**src/rtl/bist_seq_pkg.sv**
```systemverilog
package bist_seq_pkg;
  typedef enum logic [2:0] {
    PH_IDLE, PH_LOAD_A, PH_GEN_A, PH_SWAP, PH_GEN_B, PH_DRAIN, PH_DONE
  } phase_t;

  typedef logic [1:0] mode_t;
  localparam mode_t MD_NORMAL = 2'b11;
  localparam mode_t MD_SHIFT  = 2'b00;
  localparam mode_t MD_SIG    = 2'b10;
  localparam mode_t MD_CLEAR  = 2'b01;
endpackage

```
**src/rtl/bist_phase_ctl.sv**
```systemverilog
module bist_phase_ctl
  import bist_seq_pkg::*;
#(
  parameter int W  = 4,
  parameter int CW = 8,
  parameter int KW = 8
) (
  input  logic          clk,
  input  logic          rst,
  input  logic          start,
  input  logic [CW-1:0] gen_cycles,
  output phase_t        phase,
  output logic [KW-1:0] cnt,
  output logic          last
);
  phase_t        nxt;
  logic          advance;
  logic [KW-1:0] gen_load;
  logic [KW-1:0] nxt_load;

  // zero-length generation is stretched to one cycle
  assign gen_load = (gen_cycles == '0) ? '0 : KW'(gen_cycles) - KW'(1);
  assign last     = (cnt == '0);

  always_comb begin
    case (phase)
      PH_LOAD_A: nxt = PH_GEN_A;
      PH_GEN_A:  nxt = PH_SWAP;
      PH_SWAP:   nxt = PH_GEN_B;
      PH_GEN_B:  nxt = PH_DRAIN;
      PH_DRAIN:  nxt = PH_DONE;
      default:   nxt = PH_LOAD_A;
    endcase
    if (nxt == PH_GEN_A || nxt == PH_GEN_B) nxt_load = gen_load;
    else if (nxt == PH_DONE)                nxt_load = '0;
    else                                    nxt_load = KW'(W - 1);
    advance = (phase == PH_IDLE || phase == PH_DONE) ? start : last;
  end

  always_ff @(posedge clk) begin
    if (rst) begin
      phase <= PH_IDLE;
      cnt   <= '0;
    end else if (advance) begin
      phase <= nxt;
      cnt   <= nxt_load;
    end else if (!last) begin
      cnt   <= cnt - KW'(1);
    end
  end
endmodule

```
**src/rtl/bist_mode_dec.sv**
```systemverilog
module bist_mode_dec
  import bist_seq_pkg::*;
(
  input  phase_t     phase,
  output logic [1:0] mode_a,
  output logic [1:0] mode_b,
  output logic       iso_a,
  output logic       iso_b
);
  always_comb begin
    mode_a = MD_NORMAL;
    mode_b = MD_NORMAL;
    iso_a  = 1'b0;
    iso_b  = 1'b0;
    case (phase)
      PH_LOAD_A: begin mode_a = MD_SHIFT; mode_b = MD_CLEAR; end
      PH_GEN_A:  begin mode_a = MD_SIG;   mode_b = MD_SIG; iso_a = 1'b1; end
      PH_SWAP:   begin mode_a = MD_CLEAR; mode_b = MD_SHIFT; end
      PH_GEN_B:  begin mode_a = MD_SIG;   mode_b = MD_SIG; iso_b = 1'b1; end
      PH_DRAIN:  begin mode_a = MD_SHIFT; mode_b = MD_NORMAL; end
      default: ;
    endcase
  end
endmodule

```
**src/rtl/bist_scan_path.sv**
```systemverilog
module bist_scan_path
  import bist_seq_pkg::*;
#(
  parameter int W  = 4,
  parameter int IW = 2
) (
  input  logic          clk,
  input  logic          rst,
  input  phase_t        phase,
  input  logic [IW-1:0] idx,
  input  logic          last,
  input  logic [W-1:0]  seed,
  input  logic [W-1:0]  golden_n1,
  input  logic [W-1:0]  golden_n2,
  input  logic          scan_out_a,
  input  logic          scan_out_b,
  output logic          scan_in_a,
  output logic          scan_in_b,
  output logic          fail_n1,
  output logic          fail_n2
);
  logic [W-1:0] sig;
  logic [W-1:0] full;
  logic         cap_bit;
  logic         seed_bit;

  // index counts down from W-1, so the seed leaves MSB first
  assign seed_bit  = seed[idx];
  assign scan_in_a = (phase == PH_LOAD_A) & seed_bit;
  assign scan_in_b = (phase == PH_SWAP) & seed_bit;
  assign cap_bit   = (phase == PH_SWAP) ? scan_out_b : scan_out_a;
  assign full      = {sig[W-2:0], cap_bit};

  always_ff @(posedge clk) begin
    if (rst) begin
      sig     <= '0;
      fail_n1 <= 1'b0;
      fail_n2 <= 1'b0;
    end else begin
      if (phase == PH_SWAP || phase == PH_DRAIN) sig <= full;
      if (phase == PH_LOAD_A) begin
        fail_n1 <= 1'b0;
        fail_n2 <= 1'b0;
      end
      if (phase == PH_SWAP && last)  fail_n1 <= (full != golden_n1);
      if (phase == PH_DRAIN && last) fail_n2 <= (full != golden_n2);
    end
  end
endmodule

```
**src/rtl/bist_pair_seq.sv**
```systemverilog
module bist_pair_seq
  import bist_seq_pkg::*;
#(
  parameter int W  = 4,
  parameter int CW = 8
) (
  input  logic          clk,
  input  logic          rst,
  input  logic          start,
  input  logic [CW-1:0] gen_cycles,
  input  logic [W-1:0]  seed,
  input  logic [W-1:0]  golden_n1,
  input  logic [W-1:0]  golden_n2,
  input  logic          scan_out_a,
  input  logic          scan_out_b,
  output logic [1:0]    mode_a,
  output logic [1:0]    mode_b,
  output logic          iso_a,
  output logic          iso_b,
  output logic          scan_in_a,
  output logic          scan_in_b,
  output logic          done,
  output logic          pass,
  output logic          fail_n1,
  output logic          fail_n2
);
  localparam int IW = (W > 2) ? $clog2(W) : 1;
  localparam int KW = (CW > IW) ? CW : IW;

  phase_t        phase;
  logic [KW-1:0] cnt;
  logic          last;

  bist_phase_ctl #(.W(W), .CW(CW), .KW(KW)) u_ctl (
    .clk(clk), .rst(rst), .start(start), .gen_cycles(gen_cycles),
    .phase(phase), .cnt(cnt), .last(last)
  );

  bist_mode_dec u_dec (
    .phase(phase), .mode_a(mode_a), .mode_b(mode_b),
    .iso_a(iso_a), .iso_b(iso_b)
  );

  bist_scan_path #(.W(W), .IW(IW)) u_scan (
    .clk(clk), .rst(rst), .phase(phase), .idx(cnt[IW-1:0]), .last(last),
    .seed(seed), .golden_n1(golden_n1), .golden_n2(golden_n2),
    .scan_out_a(scan_out_a), .scan_out_b(scan_out_b),
    .scan_in_a(scan_in_a), .scan_in_b(scan_in_b),
    .fail_n1(fail_n1), .fail_n2(fail_n2)
  );

  assign done = (phase == PH_DONE);
  assign pass = done & ~fail_n1 & ~fail_n2;
endmodule

```
**config.mk**
```make
export PLATFORM = sky130hd
export DESIGN_NAME = bist_pair_seq
export DESIGN_NICKNAME = d
export VERILOG_FILES = /design/src/rtl/bist_seq_pkg.sv /design/src/rtl/bist_phase_ctl.sv /design/src/rtl/bist_mode_dec.sv /design/src/rtl/bist_scan_path.sv /design/src/rtl/bist_pair_seq.sv
export SDC_FILE = /design/constraint.sdc
export NUM_CORES = 1
export LEC_CHECK = 0
export CAP_MARGIN = 10
export CORE_MARGIN = 4
export CORE_UTILIZATION = 35
export DETAILED_ROUTE_END_ITERATION = 10
export HOLD_SLACK_MARGIN = 0.1
export PLACE_DENSITY_LB_ADDON = 0.15
export SLEW_MARGIN = 20
export SYNTH_ARGS = -nofsm -noshare
export SYNTH_HDL_FRONTEND = slang
export SYNTH_SLANG_ARGS = --single-unit
```
**constraint.sdc**
```tcl
create_clock -name clk -period 2.6 [get_ports clk]
set_input_delay 0.26 -clock clk [delete_from_list [all_inputs] [get_ports clk]]
set_output_delay 0.26 -clock clk [all_outputs]
set_load 0.05 [all_outputs]
```
Word-level counts from Yosys, hierarchy flattened
Index checks and enable logic that the tools add are counted.
Widths: inputs -> output; s select.

word-level totals
  memory bits (writable) = 0
  memories = 0
  bits in latches = 0
  input port bits = 25
  output and inout bits = 12
  register bits = 16
  ROM bits = 0

cells by class
  shift operators = 0
  muxes and demuxes = 17
  $add $sub $neg = 2
  magnitude comparators = 1
  divide/modulo/power cells = 0
  $mul = 0
  reduce and logical (&&, ||, !) cells = 12
  bitwise logic cells = 6
  equality and inequality tests = 12

operator list
  cell                 count
  $mux 8               4
  $logic_not 8->1      2
  $sub 8x1->8 const B  2
  $eq 3x3->1 const B   5
  $pmux 3 s5           1
  $pmux 2 s3           2
  $eq 3x2->1 const B   3
  $mux 1               8
  $ne 4x4->1           2
  $and 1x1->1          4
  $reduce_bool 2->1    2
  $reduce_or 2->1      2
  $eq 3x1->1 const B   1
  $logic_not 3->1      1
  $logic_or 1x1->1     3
  $lt 2x3->1 const B   1
  $bmux 1 s2           1
  $logic_and 1x1->1    2
  $mux 2               1
  $ne 2x2->1 const B   1
  $not 1->1            2

Longest topological paths before layout
Gate-level depths: netlist of run 1.

  word-level depth = 6
  depth in mapped cells = 9
  depth with buffers taken out = 7

Hierarchy
From an unflattened synthesis of run 1, not the netlist that was laid out.

second synthesis, totals
  cell total of the unflattened synthesis = 166
  area total of the unflattened synthesis = 1377.6 um^2

modules (own cells, without submodules)
  module          sequential area each (um^2)  cells each  area each (um^2)  times used
  bist_phase_ctl  220.2                        110         918.4             1
  bist_scan_path  100.1                        44          386.6             1
  bist_mode_dec   0.0                          9           52.6              1
  bist_pair_seq   0.0                          3           20.0              1

Worst setup path before layout of run 1
OpenSTA, ideal clock, no wires.

  path type = register -> output
  start = reg u_ctl.phase[2]
  end = out pass
  data arrival time = 2.437 ns
  stages on the path, launching flop included = 4
  path slack = -0.097 ns
  path buffers = 1
  required time = 2.340 ns
  cell sequence = dfxtp_1 clkbuf_1 and3_1 nor3b_1

between the ends
  longest elaborated chain between the ends = 3

RTL lines
  item                       line                  text
  start, declared            bist_phase_ctl.sv:12  output phase_t phase,
  start signal, assigned     bist_phase_ctl.sv:45  phase <= nxt;
  $eq 3x3->1                 bist_pair_seq.sv:52   assign done = (phase == PH_DONE);
  named net done             bist_pair_seq.sv:22   output logic done,
  $and 1x1->1 (2 in series)  bist_pair_seq.sv:53   assign pass = done & ~fail_n1 & ~fail_n2;
  end, declared              bist_pair_seq.sv:23   output logic pass,

The timed path passes the listed nets, and every way through them passes these cells.

Worst setup path in the final report of run 1
  start = reg u_ctl.cnt[0]
  end = out scan_in_b

between the ends
  longest elaborated chain between the ends = 3

RTL lines
  item                          line                  text
  start, declared               bist_phase_ctl.sv:13  output logic [KW-1:0] cnt,
  start signal, assigned        bist_phase_ctl.sv:46  cnt <= nxt_load;
  start signal, assigned        bist_phase_ctl.sv:48  cnt <= cnt - KW'(1);
  $bmux 1 s2                    bist_scan_path.sv:28  assign seed_bit = seed[idx];
  $mux 1 (not written as such)  bist_scan_path.sv:28
  $and 1x1->1                   bist_scan_path.sv:30  assign scan_in_b = (phase == PH_SWAP) & seed_bit;
  end, declared                 bist_pair_seq.sv:21   output logic scan_in_b,

No other way between the ends. The select of a mux whose other input is x is not followed.

==> summary.txt, run 1 <==
top cells by count, synth: 16 x dfxtp_1, 15 x nor2_1, 14 x nand2_1
Post-Place Cells: 255
ys flop type: dfxtp_1
Max FO, Critical Path: 5
routed vias/inst: 5.34
outcome: complete, no violations
share of cells above drive strength 1: 11.4%
asr flop ratio synth: 0%
final hold vios: 0
startpoint types: flop
largest cells by area after synthesis: dfxtp_1 23%, xnor2_1 6.9%, xor2_1 5.0%
1st-iter DRT viols: 69
Antenna Violating Nets Remaining: 0
DRC Markers: 0
count leader, synth: dfxtp_1
placed cell area: 1810 um^2
Setup WS pre-CTS: 0.305 ns
max-cap violations: 0
Resized cells post-CTS: 0
Final HPWL DP: 2980 um
GR Overflow Total: 0
Tmin final: 2.38 ns
Clock Pin Slew Worst Setup and Hold Paths: 0.07 ns
Worst Reg-to-Reg Cells: 6
Ant. Diodes: 0
Final Cycle Share: 91.5%
First-pass DRT Iterations: 4
CTS H-Tree Depth: 1
worst-case vdd ir drop: 0.000558 V
CTS tree: built
Ys Warns: 0
clock buffer count from CTS: 3
DIE WIDTH: 71.2 um
Root Buffer: clkbuf_8
Routed WL per cell: 14.5 um
worst skew pair latency: 0.26 ns
Routed Wire Length: 3740 um
initial antenna violation count: 0
CTS hold repair buffers: 0
Die H: 71.2 um
Synth Cell Area: 1400 um^2
initial core utilization: 37.1%
deepest clock path buffer count: 2
Synth Register Bits: 16
P per Cell Area: 1160 nW/um^2
Non-Filler Instances: 259
Min Hold Slack: 0.515 ns
Synth top area share: 22.9%
Worst Hold Depth: 2
vias in the first global route: 1403
Clock Sinks: 16
unrepaired setup endpoints after global routing: false
Synth area leader: dfxtp_1
routed vias: 1382
Sum Neg Setup Slack: 0 ns
FP Rows: 22
fin. max-slew vios: 0
Worst Setup Slack, final: 0.221 ns
wire length of the first global-routing pass: 6220 um
CP required: 2.34 ns
Gate Count Post-Synth: 175
Netlist cell types: 47
Syn-to-layout area delta: 33.2%
Synth Area per Inst: 7.99 um^2
arrival time of the worst setup path: 2.12 ns
Setup Viol. Count Final: 0
f_max: 420 MHz
P_leak: 0.694 nW
IO Port Bufs: 36
Mapped Nets: 205
Setup CP Type: flop to output port
max_slew headroom: 56.2%
GRT Resource Usage Total: 15.1%
crit path capture type: output port
# Post-CTS Setup Buffers: 0
nets: 242
final instance area: 1860 um^2
Finished Core Util: 49.4%
IO Count: 37
Hold Path Class: flop to flop
core area: 3770 um^2
Slew @ Worst Pin: 0.652 ns
total chip power: 2.15 mW
Clock Skews: 0.00411 ns
placer congestion estimate: 0.844
number of synthesized flops with an enable pin: 0
proportion of synthesized chip area in sequential cells: 22.9%
Die ar.: 5070 um^2
largest net degree at the start of global routing: 14
## final cells by class
type	count	area [um^2]
fillers	371	1910
multi-input cells	143	1010
clock buffers	4	55.1
inverters	9	33.8
repair buffers	39	380
flip-flops and latches	16	320
well taps	48	60.1
## placed cells by master (no fill, tap or decap), types with 2 or more instances in the layout
cell             count
clkdlybuf4s50_1     35
dfxtp_1             16
nor2_1              15
nand2_1             14
a21oi_1             12
xnor2_1             11
nand3_1             10
inv_1                9
nor3_1               8
xor2_1               8
ha_1                 5
and3_1               4
nand2b_1             4
nor4_1               4
o21ai_1              4
clkbuf_8             4
buf_4                4
nor2b_1              3
o31ai_2              3
nor3b_1              2
and2_1               2
nand4_1              2
nand3b_1             2
o21ai_0              2
a211oi_1             2
a32oi_1              2
o21a_1               2
a21boi_2             2
## metal layers
metal / part of all wire, % / global-route usage [%]
met1: 43 / 17.6
met2: 51 / 27.7
met3: 4.6 / 3.37
met4: 1.2 / 3.97
met5: 0 / 0
## cell families (layout without fill, tap and decap cells)
family                   count (synthesis)  count (layout)  share of synthesized area [%]
AO/OA/AOI/OAI                           40              40                           22.7
XOR/XNOR                                20              20                           13.1
adder cells (fa/ha/maj)                  5               5                           4.47
buffers and inverters                   16              52                           5.01
flip-flops                              16              16                           22.9
multiplexers                             2               2                           2.33
AND/OR/NAND/NOR                         76              76                           29.5
## worst max-delay path, stage by stage (launching register included)
cell and delay (ns):
dfxtp_1 0.43, mux4_2 0.54, and3_1 0.20, clkdlybuf4s50_1 0.69
## worst paths after layout
| kind | startpoint | end | slack (ns) |
|---|---|---|---|
| worst max register to register | u_ctl.phase[1]$_SDFFE_PP0N_ | u_ctl.cnt[3]$_SDFFE_PP0P_ | 0.51 |
| worst max-delay path | u_ctl.cnt[0]$_SDFFE_PP0P_ | scan_in_b | 0.22 |
| worst min register to register | u_scan.sig[2]$_SDFFE_PP0P_ | u_scan.sig[2]$_SDFFE_PP0P_ | 0.51 |
| worst min-delay path | u_scan.sig[2]$_SDFFE_PP0P_ | u_scan.sig[2]$_SDFFE_PP0P_ | 0.51 |
## state kept, by name, summed over array words and instances, names as in the netlist
signal and cells:
u_ctl.cnt 8, u_ctl.phase 3, u_scan.fail_n1 1, u_scan.fail_n2 1
u_scan.sig 3
## report_power, final
group	internal, mW	switching (mW)
logic	0.604	0.874
clock network	0.135	0.0988
registers	0.323	0.118
total	1.06	1.09
Note: power is estimated with default switching activity, not from simulation.
==> run 2, diff against run 1 <==
- CAP_MARGIN: 10 -> unset
- CORE_UTILIZATION: 35 -> 49
==> run 2 against run 1 <==
  * Register-to-register slack hardly changed
  * Sequential cell count stayed put
  * Worst setup slack worse by 0.048 ns
  * Worst hold slack worse by 0.0061 ns
  * Count of clock-buffer cells in the layout is 1 lower
  * Final cell count is 6.9% lower
  * Power is 5.3% lower
  * Combinational power hardly changed
  * Via count is 0.14% higher
  * Clock skew is 0.0021 ns higher
  * Utilization is 17 points higher
  * Largest cell class unchanged
  * Highest routed layer unchanged
==> summary.txt, run 2 (synthesis results as in run 1) <==
outcome: complete, no violations
Worst Path Buf+Inv: 1
Clock Pin Slew Worst Setup and Hold Paths: 0.09 ns
Syn-to-layout area delta: 29.3%
initial core utilization: 51.2%
FP Rows: 19
largest net degree at the start of global routing: 14
Setup Viol. Count Final: 0
Clock Skews: 0.00621 ns
Largest regs: u_ctl.cnt x8, u_ctl.phase x3, u_scan.sig x3
max_slew headroom: 57.5%
grt met3 use: 3.98%
Resized cells post-CTS: 0
largest reg by FF count: u_ctl.cnt
CTS H-Tree Depth: 1
CP cell instances: nand2b_1 > nor2_1 > and2_1 > clkdlybuf4s50_1
total chip power: 2.04 mW
Hold Path Class: flop to flop
wire length of the first global-routing pass: 5800 um
IO Port Bufs: 36
Worst path max stage delay: 0.80 ns
Critical Path Slowest Stage Cell: clkdlybuf4s50_1
P_leak: 0.679 nW
most common cell after layout, fill and taps aside: clkdlybuf4s50_1
routed vias: 1384
Largest register FFs: 8
commonest non-fill, non-tap cells in the layout: 35 x clkdlybuf4s50_1, 16 x dfxtp_1, 15 x nor2_1
Die ar.: 3770 um^2
nets: 242
Post-Place Cells: 238
Routed Wire Length: 3540 um
deepest clock path buffer count: 2
worst-case vdd ir drop: 0.00119 V
share of cells above drive strength 1: 11.0%
Top delay family on crit path: buffers and inverters
max-cap violations: 0
f_max: 412 MHz
CTS hold repair buffers: 0
GRT busiest layer: met2
Non-Filler Instances: 241
# Post-CTS Setup Buffers: 0
DRC Markers: 0
Slew @ Worst Pin: 0.631 ns
CTS tree: built
Max FO, Critical Path: 12
Sum Neg Setup Slack: 0 ns
routed vias/inst: 5.74
GRT Resource Usage Total: 20.7%
GR Layer Usage met1: 22.9%
worst skew pair latency: 0.29 ns
core area: 2730 um^2
Final Cycle Share: 93.4%
Antenna Violating Nets Remaining: 0
Die H: 61.4 um
IO Count: 37
First-pass DRT Iterations: 4
Finished Core Util: 66.2%
Clock Sinks: 16
P per Cell Area: 1130 nW/um^2
final hold vios: 0
Tmin final: 2.43 ns
crit path capture type: output port
GR Overflow Total: 0
unrepaired setup endpoints after global routing: false
Routed WL per cell: 14.7 um
startpoint types: flop
Setup CP Type: flop to output port
arrival time of the worst setup path: 2.17 ns
1st-iter DRT viols: 61
DIE WIDTH: 61.4 um
CP required: 2.34 ns
Ant. Diodes: 0
initial antenna violation count: 0
fill count: 250
fin. max-slew vios: 0
vias in the first global route: 1338
Root Buffer: clkbuf_4
clock buffer count from CTS: 3
met2 GRT Util: 38.8%
placer congestion estimate: 0.877
Min Hold Slack: 0.509 ns
Final HPWL DP: 2840 um
## run 2: cell types whose count changed in the layout (fill, tap and decap cells not counted), sizes merged
cell,previous run,this run
clkbuf,4,3
## run 2: tightest hold or removal path: cells and delay by family, from the launching register on
family	cells	cell delay [ns]
flip-flops	1	0.35
AND/OR/NAND/NOR	1	0.06
AO/OA/AOI/OAI	1	0.05
## run 2: power breakdown
group          total (mW)  switching [mW]  internal [mW]  leakage (nW)
combinational        1.47           0.863          0.603         0.534
clock               0.132          0.0776         0.0540        0.0138
sequential          0.441           0.118          0.323         0.131
total                2.04            1.06          0.980         0.679
## run 2: routing by layer
metal | vias to the layer above | part of all wire (%)
met2 | 36 | 53
met3 | 4 | 6.2
li1 | 698 | -
met5 | - | 0
met1 | 646 | 40
met4 | 0 | 1.4
## run 2: stage by stage
stage,setup WS (ns),instance area [um^2]
2_1_floorplan,0.189,1400
3_3_place_gp,0.324,1790
3_5_place_dp,0.313,1790
4_1_cts,0.175,1810
5_1_grt,0.0612,1810
6_report,0.173,1810
## run 2: final cells by class
type / count / area, um^2 / share of cell area [%]
inverters: 9 / 33.8 / 1.87
flip-flops and latches: 16 / 320 / 17.7
well taps: 31 / 38.8 / 2.14
multi-input cells: 143 / 1010 / 56.0
repair buffers: 39 / 380 / 21.0
clock buffers: 3 / 22.5 / 1.24
## run 2: path summary, 6_finish.rpt
check	end	slack (ns)	cells past startpoint	start
setup reg to reg	u_ctl.cnt[1]$_SDFFE_PP0P_	0.51	6	u_ctl.phase[1]$_SDFFE_PP0N_
hold / removal	u_scan.sig[2]$_SDFFE_PP0P_	0.51	2	u_scan.sig[2]$_SDFFE_PP0P_
hold reg to reg	u_scan.sig[2]$_SDFFE_PP0P_	0.51	2	u_scan.sig[2]$_SDFFE_PP0P_
setup / recovery	scan_in_a	0.17	4	u_ctl.phase[0]$_SDFFE_PP0N_
